<file path="src/rtl/exc_frame_pkg.sv">
package exc_frame_pkg;
    typedef enum logic [3:0] {
        ST_IDLE,
        ST_PUSH_SR,
        ST_PUSH_RA_LO,
        ST_PUSH_RA_HI,
        ST_VEC_HI,
        ST_VEC_LO,
        ST_PF_A,
        ST_GAP,
        ST_PF_B,
        ST_FINISH
    } step_e;
endpackage

</file>
<file path="src/rtl/exc_step_next.sv">
module exc_step_next
    import exc_frame_pkg::*;
(
    input  step_e step_q,
    input  logic  start,
    input  logic  ack,
    output step_e step_d
);
    always_comb begin
        step_d = step_q;
        unique case (step_q)
            ST_IDLE:       if (start) step_d = ST_PUSH_SR;
            ST_PUSH_SR:    if (ack)   step_d = ST_PUSH_RA_LO;
            ST_PUSH_RA_LO: if (ack)   step_d = ST_PUSH_RA_HI;
            ST_PUSH_RA_HI: if (ack)   step_d = ST_VEC_HI;
            ST_VEC_HI:     if (ack)   step_d = ST_VEC_LO;
            ST_VEC_LO:     if (ack)   step_d = ST_PF_A;
            ST_PF_A:       if (ack)   step_d = ST_GAP;
            ST_GAP:                   step_d = ST_PF_B;
            ST_PF_B:       if (ack)   step_d = ST_FINISH;
            ST_FINISH:                step_d = ST_IDLE;
            default:                  step_d = ST_IDLE;
        endcase
    end
endmodule

</file>
<file path="src/rtl/exc_bus_map.sv">
module exc_bus_map
    import exc_frame_pkg::*;
#(
    parameter int AW = 32,
    parameter int DW = 16,
    parameter int VW = 8
) (
    input  step_e          step_q,
    input  logic [AW-1:0]  ssp,
    input  logic [AW-1:0]  ret,
    input  logic [DW-1:0]  sr,
    input  logic [VW-1:0]  vec,
    input  logic [AW-1:0]  vpc,
    output logic           req,
    output logic           we,
    output logic [AW-1:0]  addr,
    output logic [DW-1:0]  wdata
);
    localparam int WORD_B    = DW / 8;
    localparam int FRAME_B   = 3 * WORD_B;
    localparam int VEC_SHIFT = $clog2(2 * WORD_B);

    logic [AW-1:0] vec_base;
    assign vec_base = {{(AW-VW-VEC_SHIFT){1'b0}}, vec, {VEC_SHIFT{1'b0}}};

    always_comb begin
        req   = 1'b1;
        we    = 1'b0;
        addr  = '0;
        wdata = '0;
        unique case (step_q)
            ST_PUSH_SR: begin
                we = 1'b1; addr = ssp - AW'(FRAME_B); wdata = sr;
            end
            ST_PUSH_RA_LO: begin
                we = 1'b1; addr = ssp - AW'(WORD_B); wdata = ret[DW-1:0];
            end
            ST_PUSH_RA_HI: begin
                we = 1'b1; addr = ssp - AW'(2 * WORD_B); wdata = ret[AW-1 -: DW];
            end
            ST_VEC_HI: addr = vec_base;
            ST_VEC_LO: addr = vec_base + AW'(WORD_B);
            ST_PF_A:   addr = vpc;
            ST_PF_B:   addr = vpc + AW'(WORD_B);
            default:   req = 1'b0;
        endcase
    end
endmodule

</file>
<file path="src/rtl/exc_frame_seq.sv">
module exc_frame_seq
    import exc_frame_pkg::*;
#(
    parameter int AW     = 32,
    parameter int DW     = 16,
    parameter int VW     = 8,
    parameter int S_BIT  = 13,
    parameter int T_BIT  = 15
) (
    input  logic          clk,
    input  logic          rst_n,
    input  logic          start_i,
    input  logic [VW-1:0] vector_i,
    input  logic [DW-1:0] status_i,
    input  logic [AW-1:0] pc_i,
    input  logic [AW-1:0] ssp_i,
    output logic          bus_req_o,
    output logic          bus_we_o,
    output logic [AW-1:0] bus_addr_o,
    output logic [DW-1:0] bus_wdata_o,
    input  logic          bus_ack_i,
    input  logic [DW-1:0] bus_rdata_i,
    output logic          busy_o,
    output logic          done_o,
    output logic [AW-1:0] new_pc_o,
    output logic [AW-1:0] new_sp_o,
    output logic [DW-1:0] new_status_o,
    output logic [DW-1:0] prefetch0_o,
    output logic [DW-1:0] prefetch1_o
);
    localparam int WORD_B   = DW / 8;
    localparam int FRAME_B  = 3 * WORD_B;
    localparam int QUEUE_B  = 2 * WORD_B;

    typedef struct packed {
        step_e         step;
        logic [DW-1:0] sr;
        logic [AW-1:0] ret;
        logic [AW-1:0] ssp;
        logic [VW-1:0] vec;
        logic [AW-1:0] vpc;
        logic [DW-1:0] pf0;
        logic [DW-1:0] pf1;
    } regs_t;

    regs_t r_q, r_d;
    step_e step_nx;
    logic  acc;

    exc_step_next u_next (
        .step_q (r_q.step),
        .start  (start_i),
        .ack    (acc),
        .step_d (step_nx)
    );

    exc_bus_map #(.AW(AW), .DW(DW), .VW(VW)) u_map (
        .step_q (r_q.step),
        .ssp    (r_q.ssp),
        .ret    (r_q.ret),
        .sr     (r_q.sr),
        .vec    (r_q.vec),
        .vpc    (r_q.vpc),
        .req    (bus_req_o),
        .we     (bus_we_o),
        .addr   (bus_addr_o),
        .wdata  (bus_wdata_o)
    );

    assign acc = bus_req_o && bus_ack_i;

    always_comb begin
        r_d      = r_q;
        r_d.step = step_nx;
        if (r_q.step == ST_IDLE && start_i) begin
            r_d.sr  = status_i;
            r_d.ret = pc_i - AW'(QUEUE_B);
            r_d.ssp = ssp_i;
            r_d.vec = vector_i;
        end
        if (acc) begin
            unique case (r_q.step)
                ST_VEC_HI: r_d.vpc[AW-1 -: DW] = bus_rdata_i;
                ST_VEC_LO: r_d.vpc[DW-1:0]     = bus_rdata_i;
                ST_PF_A:   r_d.pf0             = bus_rdata_i;
                ST_PF_B:   r_d.pf1             = bus_rdata_i;
                default:   ;
            endcase
        end
    end

    always_ff @(posedge clk) begin
        if (!rst_n) begin
            r_q      <= '0;
            r_q.step <= ST_IDLE;
        end else begin
            r_q <= r_d;
        end
    end

    always_comb begin
        new_status_o        = r_q.sr;
        new_status_o[S_BIT] = 1'b1;
        new_status_o[T_BIT] = 1'b0;
    end

    assign busy_o      = (r_q.step != ST_IDLE);
    assign done_o      = (r_q.step == ST_FINISH);
    assign new_pc_o    = r_q.vpc + AW'(QUEUE_B);
    assign new_sp_o    = r_q.ssp - AW'(FRAME_B);
    assign prefetch0_o = r_q.pf0;
    assign prefetch1_o = r_q.pf1;
endmodule

</file>
<file path="config.mk">
export PLATFORM = sky130hd
export DESIGN_NAME = exc_frame_seq
export DESIGN_NICKNAME = d
export VERILOG_FILES = /design/src/rtl/exc_frame_pkg.sv /design/src/rtl/exc_step_next.sv /design/src/rtl/exc_bus_map.sv /design/src/rtl/exc_frame_seq.sv
export SDC_FILE = /design/constraint.sdc
export NUM_CORES = 1
export LEC_CHECK = 0
export BUFFER_PORTS_ARGS = -buffer_cell sky130_fd_sc_hd__clkbuf_2
export CELL_PAD_IN_SITES_DETAIL_PLACEMENT = 0
export CELL_PAD_IN_SITES_GLOBAL_PLACEMENT = 1
export CORE_MARGIN = 3
export CORE_UTILIZATION = 40
export DETAILED_ROUTE_END_ITERATION = 8
export GPL_TIMING_DRIVEN = 0
export HOLD_SLACK_MARGIN = 0.1
export PLACE_DENSITY = 0.91
export SYNTH_ARGS = -nofsm -noshare
export SYNTH_HDL_FRONTEND = slang
export SYNTH_SLANG_ARGS = --single-unit
</file>
<file path="constraint.sdc">
create_clock -name clk -period 6.9 [get_ports clk]
set_input_delay 0.345 -clock clk [delete_from_list [all_inputs] [get_ports clk]]
set_output_delay 0.345 -clock clk [all_outputs]
set_load 0.02 [all_outputs]
</file>
==> results of run 1 <==
critical path: cells and delay by family (launching register included):
kind	cells	cell delay (ps)
AO/OA/AOI/OAI	3	1580
adder cells (fa/ha/maj)	1	240
AND/OR/NAND/NOR	2	510
buffers and inverters	4	1170
flip-flops	1	320
cell usage after synthesis, types with 15 or more instances:
| master | count | share of area, % |
|---|---|---|
| nor4_1 | 24 | 1.4 |
| nand4_1 | 18 | 1.1 |
| a21oi_1 | 49 | 2.3 |
| a21boi_1 | 26 | 1.8 |
| nand2_1 | 317 | 11 |
| clkbuf_1 | 107 | 3.8 |
| dfxtp_1 | 156 | 29 |
| nor3_1 | 42 | 2.0 |
| xnor2_1 | 60 | 4.9 |
| a21boi_0 | 81 | 5.7 |
| o21ai_0 | 67 | 3.2 |
| or3_1 | 15 | 0.88 |
| mux2i_1 | 34 | 3.2 |
| nand3_1 | 39 | 1.8 |
| buf_4 | 52 | 3.7 |
| o211a_1 | 15 | 1.4 |
| nor2_1 | 56 | 2.0 |
| xor2_1 | 47 | 3.9 |
| nor2b_1 | 24 | 1.4 |
power by group:
group | internal [uW] | total [uW] | switching (uW)
Sequential | 950 | 981 | 31.0
Clock | 595 | 1010 | 411
Combinational | 291 | 921 | 630
final cells by class:
cell class,count,area [um^2],share of cell area (%)
Sequential cell,156,3120,24.0
Multi-Input combinational cell,1093,6570,50.5
Tap cell,335,419,3.22
Buffer,181,898,6.91
Clock inverter,11,156,1.20
Clock buffer,21,460,3.54
Timing Repair Buffer,268,1340,10.3
Inverter,10,37.5,0.289
state kept, by name, summed over array words and instances, names as in the netlist:
register and flops:
r_q 110, prefetch1_o 16, prefetch0_o 16, new_status_o 14
kinds of logic (layout without fill, tap and decap cells):
family | after synthesis | count (layout) | share of synthesized area, %
flops | 156 | 156 | 29.4
fa+ha+maj | 7 | 7 | 0.824
compound gates | 336 | 336 | 21.8
xor+xnor | 107 | 107 | 8.81
other cells | 2 | 2 | 0.0706
buf+inv | 191 | 491 | 8.80
simple gates | 607 | 607 | 27.2
mux | 34 | 34 | 3.20
how the worst max path moves through the flow:
stage	slack, ps	end	cells past startpoint
global placement	2750	bus_addr_o[12]	10
detailed placement	2740	bus_addr_o[12]	10
floorplan	3810	bus_addr_o[18]	9
CTS	2290	bus_addr_o[12]	10
finish	2300	bus_addr_o[12]	10
global route	2080	bus_addr_o[12]	10
stage by stage:
step | utilization (%) | instance area (um^2) | hold WS (ps) | cells | setup WS, ps
after floorplan | - | 10600 | 435 | 1440 | 3810
after global placement | 47.6 | 12400 | 443 | 2043 | 2750
after detailed placement | 47.6 | 12400 | 447 | 2043 | 2740
after CTS | 49.9 | 13000 | 127 | 2075 | 2290
after global routing | 49.9 | 13000 | 147 | 2075 | 2080
final | 49.9 | 13000 | 139 | 2075 | 2300
routing by layer:
metal  vias to the layer above  wire (um)  global-route usage [%]
li1                       5546          -                       -
met1                      5525      18100                    39.1
met5                         -          0                       0
met2                       546      18800                    44.3
met4                         0       1450                    11.2
met3                        68       3710                    5.51
==> results.md, run 1 <==
- Hold Path Class: in2reg
- Via count: between 10,000 and 15,000
- Tcrit/Tclk final: 66.7%
- FF-to-FF End: r_q[111]
- Clock tree buffer depth: 2
- DRT antenna net count: 0
- Setup Buffers After CTS: 0
- Root Buffer: clkbuf_16
- Final Hold Fails: 0
- Via density: 5.63
- Worst Skew: just over 10 ps
- Tot Pwr: between 2000 and 3000 uW
- Global Route Usage Sum: between 20 and 30%
- Hold Startpoint: status_i[8]
- Initial core utilization: approximately two fifths
- First-pass GRT wire length: between 60 and 70 mm
- Startpoint types: register
- Mapped Avg Cell Area: about 7.4 um^2
- Port-buffer cells: 268
- VDD IR max: about 0.15 mV
- Post-Syn Area: ~0.011 mm^2
- I/O pin cnt: approximately 270
- Initial antenna violation count: 0
- CP max stage cell: a2111oi_0
- Critical Path Max Stage Delay: 700 ps
- GRT Residual Overflow: 0
- Worst Hold Path Cells: 3
- RSZ-0062 raised after global routing: no
- Crit path arrival time: 4260 ps
- EDFF count, synth: 0
- Kind of critical path: reg2out
- Layout Nets: roughly 1,800
- Die X: between 150 and 200 um
- # rows: 59
- H-tree lvl count: 4
- Area Overhead vs Synth: 22.4%
- Syn nets: between 1,500 and 2,000
- R2r setup slk: approximately 3700 ps
- CTS Buf Count: 17
- Unique masters post-synth: 77
- Reg2reg start: r_q[155]
- Initial DRC count: approximately 1,300
- Core area: between 0.02 and 0.03 mm^2
- Hold Crit Endpoint: new_status_o[8]
- Setup crit start: r_q[75]
- Commonest non-fill, non-tap cell in the layout: nand2_1
- Post_cts resized: 0
- Max Slew Vio Count: 0
- Gpl congestion: ~0.96
- First drt pass iteration count: 7
- Relative max-transition margin: about a fifth
- Post-synthesis sequential area ratio: 29.4%
- Tightest Pin Transition: 1200 ps
- Commonest cells after routing, fill and taps aside: 317 x nand2_1, 268 x clkbuf_2, 156 x dfxtp_1
- Worst-skew pair later-pin latency: between 400 and 500 ps
- DRC violations left: 0
- CTS tree: done
- Setup TNS: 0 ps
- CP endpoint kind: output port
- Status: complete, no violations
- Die Y: approximately 170 um
- Power density over the cells: 224 mW/mm^2
- Final wirelength: around 42 mm
- Clock transition at the registers of the reported paths: 70 ps
- Worst path most repeated cell: clkbuf_1
- Layout cells sized above 1: a little over a fifth
- Clock Sinks: roughly 160
- Fmax: 217 MHz
- Hold_buf cts: 0
- Number of global-route vias before repair: ~11,000
- Minimum clock period: around 4600 ps
- Synth warn: 0
- Worst Path Required: approximately 6600 ps
- Antenna cells: 0
- Filler cells: about 2,700
- FFs w/ async S/R, synth: 0%
- Crit Path Max Fanout: 10
- Synth Register Bits: 156
- Maxcap violations: 0
- Post-DP HPWL: between 30 and 40 mm
- Die area: 0.0286 mm^2
- Final setup fails: 0
- R2r worst-path depth: 7
- Leak: 0.00535 uW
- Wire per inst: approximately 20 um
- Largest net degree at the start of global routing: 17
- Worst path cell trace: clkbuf_1, inv_1, ha_1, a2111oi_2, and2_1, clkbuf_1, nand2_1, a2111oi_0, o211ai_1, clkbuf_2
- Top FF cell, synth: dfxtp_1
- Post-Syn Instances: 1,440
No activity file was read; power rests on OpenSTA's default activity.
==> run 2, diff against run 1 <==
Settings changed: CORE_UTILIZATION 40 to 39, PLACE_DENSITY 0.91 to 0.89.
Clock period 6.9 ns to 4.6 ns, I/O delays scaled along.
==> run 2 against run 1 <==
Effect of this change: via count increased by 1.5%; clock-buffer cell count decreased by 2; combinational power increased by 54%; register-to-register slack got worse by 2300 ps; first-iteration DRC count decreased by 9.1%; routed wire length increased by 1.4%; utilization increased by 1.8 points; cell area increased by 5.1%; sequential power increased by 50%; power increased by 49%; die area increased by 2.5%; worst setup slack got worse by 2100 ps; critical path type unchanged; highest routed layer unchanged.
==> results.md, run 2 (synthesized netlist as in run 1, its figures left out) <==
- Startpoint types: register
- Maxcap violations: 0 (unchanged)
- Via count: 11,858 (+1.5%)
- Initial core utilization: 40.2% (-0.57 points)
- Number of global-route vias before repair: 11,430 (+3.8%)
- DRT antenna net count: 0 (unchanged)
- Crit Path Max Fanout: 10 (unchanged)
- Critical Path Max Stage Delay: 690 ps (about the same)
- Commonest non-fill, non-tap cell in the layout: nand2_1
- First drt pass iteration count: 7 (unchanged)
- Power density over the cells: 318 mW/mm^2 (+42%)
- Wire per inst: 19.9 um (-1.8%)
- Worst Path Required: 4370 ps (-2180 ps)
- Crit path arrival time: 4220 ps (-40 ps)
- Hold Path Class: in2reg
- VDD IR max: 0.263 mV (+72%)
- Die area: 0.0293 mm^2 (+2.5%)
- Largest net degree at the start of global routing: 17 (unchanged)
- Leak: 0.00563 uW (+5.1%)
- Setup Buffers After CTS: 0 (unchanged)
- Initial antenna violation count: 0 (unchanged)
- CP max stage cell: a2111oi_1
- Final setup fails: 0 (unchanged)
- Gpl congestion: 0.966 (+0.86%)
- I/O pin cnt: 272 (unchanged)
- Final wirelength: 42.7 mm (+1.4%)
- Root Buffer: clkbuf_16
- H-tree lvl count: 4 (unchanged)
- Final Instance Area: 0.0137 mm^2 (+5.1%)
- Kind of critical path: reg2out
- Status: complete, no violations
- Fin util: 51.7% (+1.8 points)
- Port-buffer cells: 268 (unchanged)
- Max Slew Vio Count: 0 (unchanged)
- Post-route setup slack: 153 ps (-2150 ps)
- Reg with most FFs: r_q
- Commonest cells after routing, fill and taps aside: 317 x nand2_1, 268 x clkbuf_2, 156 x dfxtp_1
- Largest register FFs: 110 (unchanged)
- Tcrit/Tclk final: between 90% and 100%
- Minimum clock period: about 4400 ps
- Post-DP Area: 0.0124 mm^2 (unchanged)
- Final Hold Fails: 0 (unchanged)
- Die Y: 171 um (+1.2%)
- Clock Sinks: 156 (unchanged)
- Worst-skew pair later-pin latency: 430 ps (about the same)
- RSZ-0062 raised after global routing: no
- CTS Buf Count: 17 (unchanged)
- DP Worst Slack: 521 ps (-2220 ps)
- CP endpoint kind: output port
- Fmax: about 220 MHz
- Layout cells sized above 1: 20.5% (-0.74 points)
- Setup TNS: 0 ps (unchanged)
- Worst path most repeated cell: clkbuf_1
- Tightest Pin Transition: 1190 ps (-16.7 ps)
- CTS tree: done
- Initial DRC count: 1,160 (-9.1%)
- Die X: 171 um (+1.2%)
- First-pass GRT wire length: 64.4 mm (+1.8%)
- Clock transition at the registers of the reported paths: 60 ps (about the same)
- Relative max-transition margin: 20.2% (+1.1 points)
- DRC violations left: 0 (unchanged)
- Global Route Usage Sum: 28.4% (-0.11 points)
- Via density: 5.53 (-1.7%)
- Worst path cell trace: clkbuf_1, inv_1, ha_1, a2111oi_2, and2_1, clkbuf_1, nand2_1, a2111oi_1, o211ai_1, clkbuf_2
- Filler cells: 2,694 (-1.0%)
- Worst Skew: 14.0 ps (+3.67 ps)
- Area Overhead vs Synth: 28.6%
- Clock tree buffer depth: 2 (unchanged)
- Post-DP HPWL: 33.1 mm (-0.20%)
- Layout Nets: 1,911 (+3.7%)
- # rows: 59 (unchanged)
- Tot Pwr: 4340 uW (+49%)
- GRT Residual Overflow: 0 (unchanged)
- Antenna cells: 0 (unchanged)
- Core area: 0.0264 mm^2 (+1.4%)
[run 2: power by group]
part           internal, uW  switching, uW
clock                   831            614
combinational           475            950
sequential             1430           47.9
total                  2730           1610
[run 2: metal layers]
layer / up-vias / track usage [%] / share of wire [%]
met5: - / 0 / 0
met2: 511 / 46.8 / 46
li1: 5675 / - / -
met1: 5604 / 37.2 / 42
met4: 0 / 9.17 / 2.8
met3: 68 / 6.10 / 8.8
[run 2: final cells by class]
cell class | count | area, um^2 | area share [%]
clock inverter | 12 | 136 | 0.997
clock buffer | 19 | 453 | 3.31
multi-input combinational | 1093 | 6580 | 48.1
inverter | 10 | 37.5 | 0.274
timing repair buffer | 337 | 2030 | 14.9
buffer | 181 | 898 | 6.57
sequential | 156 | 3120 | 22.8
tap | 335 | 419 | 3.07
[run 2: repair_timing]
action / in CTS / in global routing
resized for setup: 0 / 1
hold buffers: 69 / 0
setup endpoints to repair: 0 / 1
endpoints found under the hold margin: 76 / 0
[run 2: worst max-delay path, delay by kind of cell (launching register included)]
| family | cells | cell delay (ps) |
|---|---|---|
| buf+inv | 4 | 1190 |
| fa+ha+maj | 1 | 240 |
| simple gates | 2 | 460 |
| compound gates | 3 | 1600 |
| flops | 1 | 320 |
[run 2: path summary, 6_finish.rpt]
kind	to	slack, ps	cells after the start	startpoint
worst max-delay path	bus_addr_o[12]	150	10	r_q[75]
worst min-delay path	prefetch1_o[5]	110	3	bus_rdata_i[5]
worst max register to register	r_q[127]	1450	7	r_q[155]
worst min register to register	prefetch1_o[7]	450	2	prefetch1_o[7]
[run 2: per-stage QoR]
stage                     std cells  hold slack [ps]
final                          2143              115
after global routing           2143              116
after CTS                      2143              100
after detailed placement       2043              446
after global placement         2043              442
after floorplan                1440              365
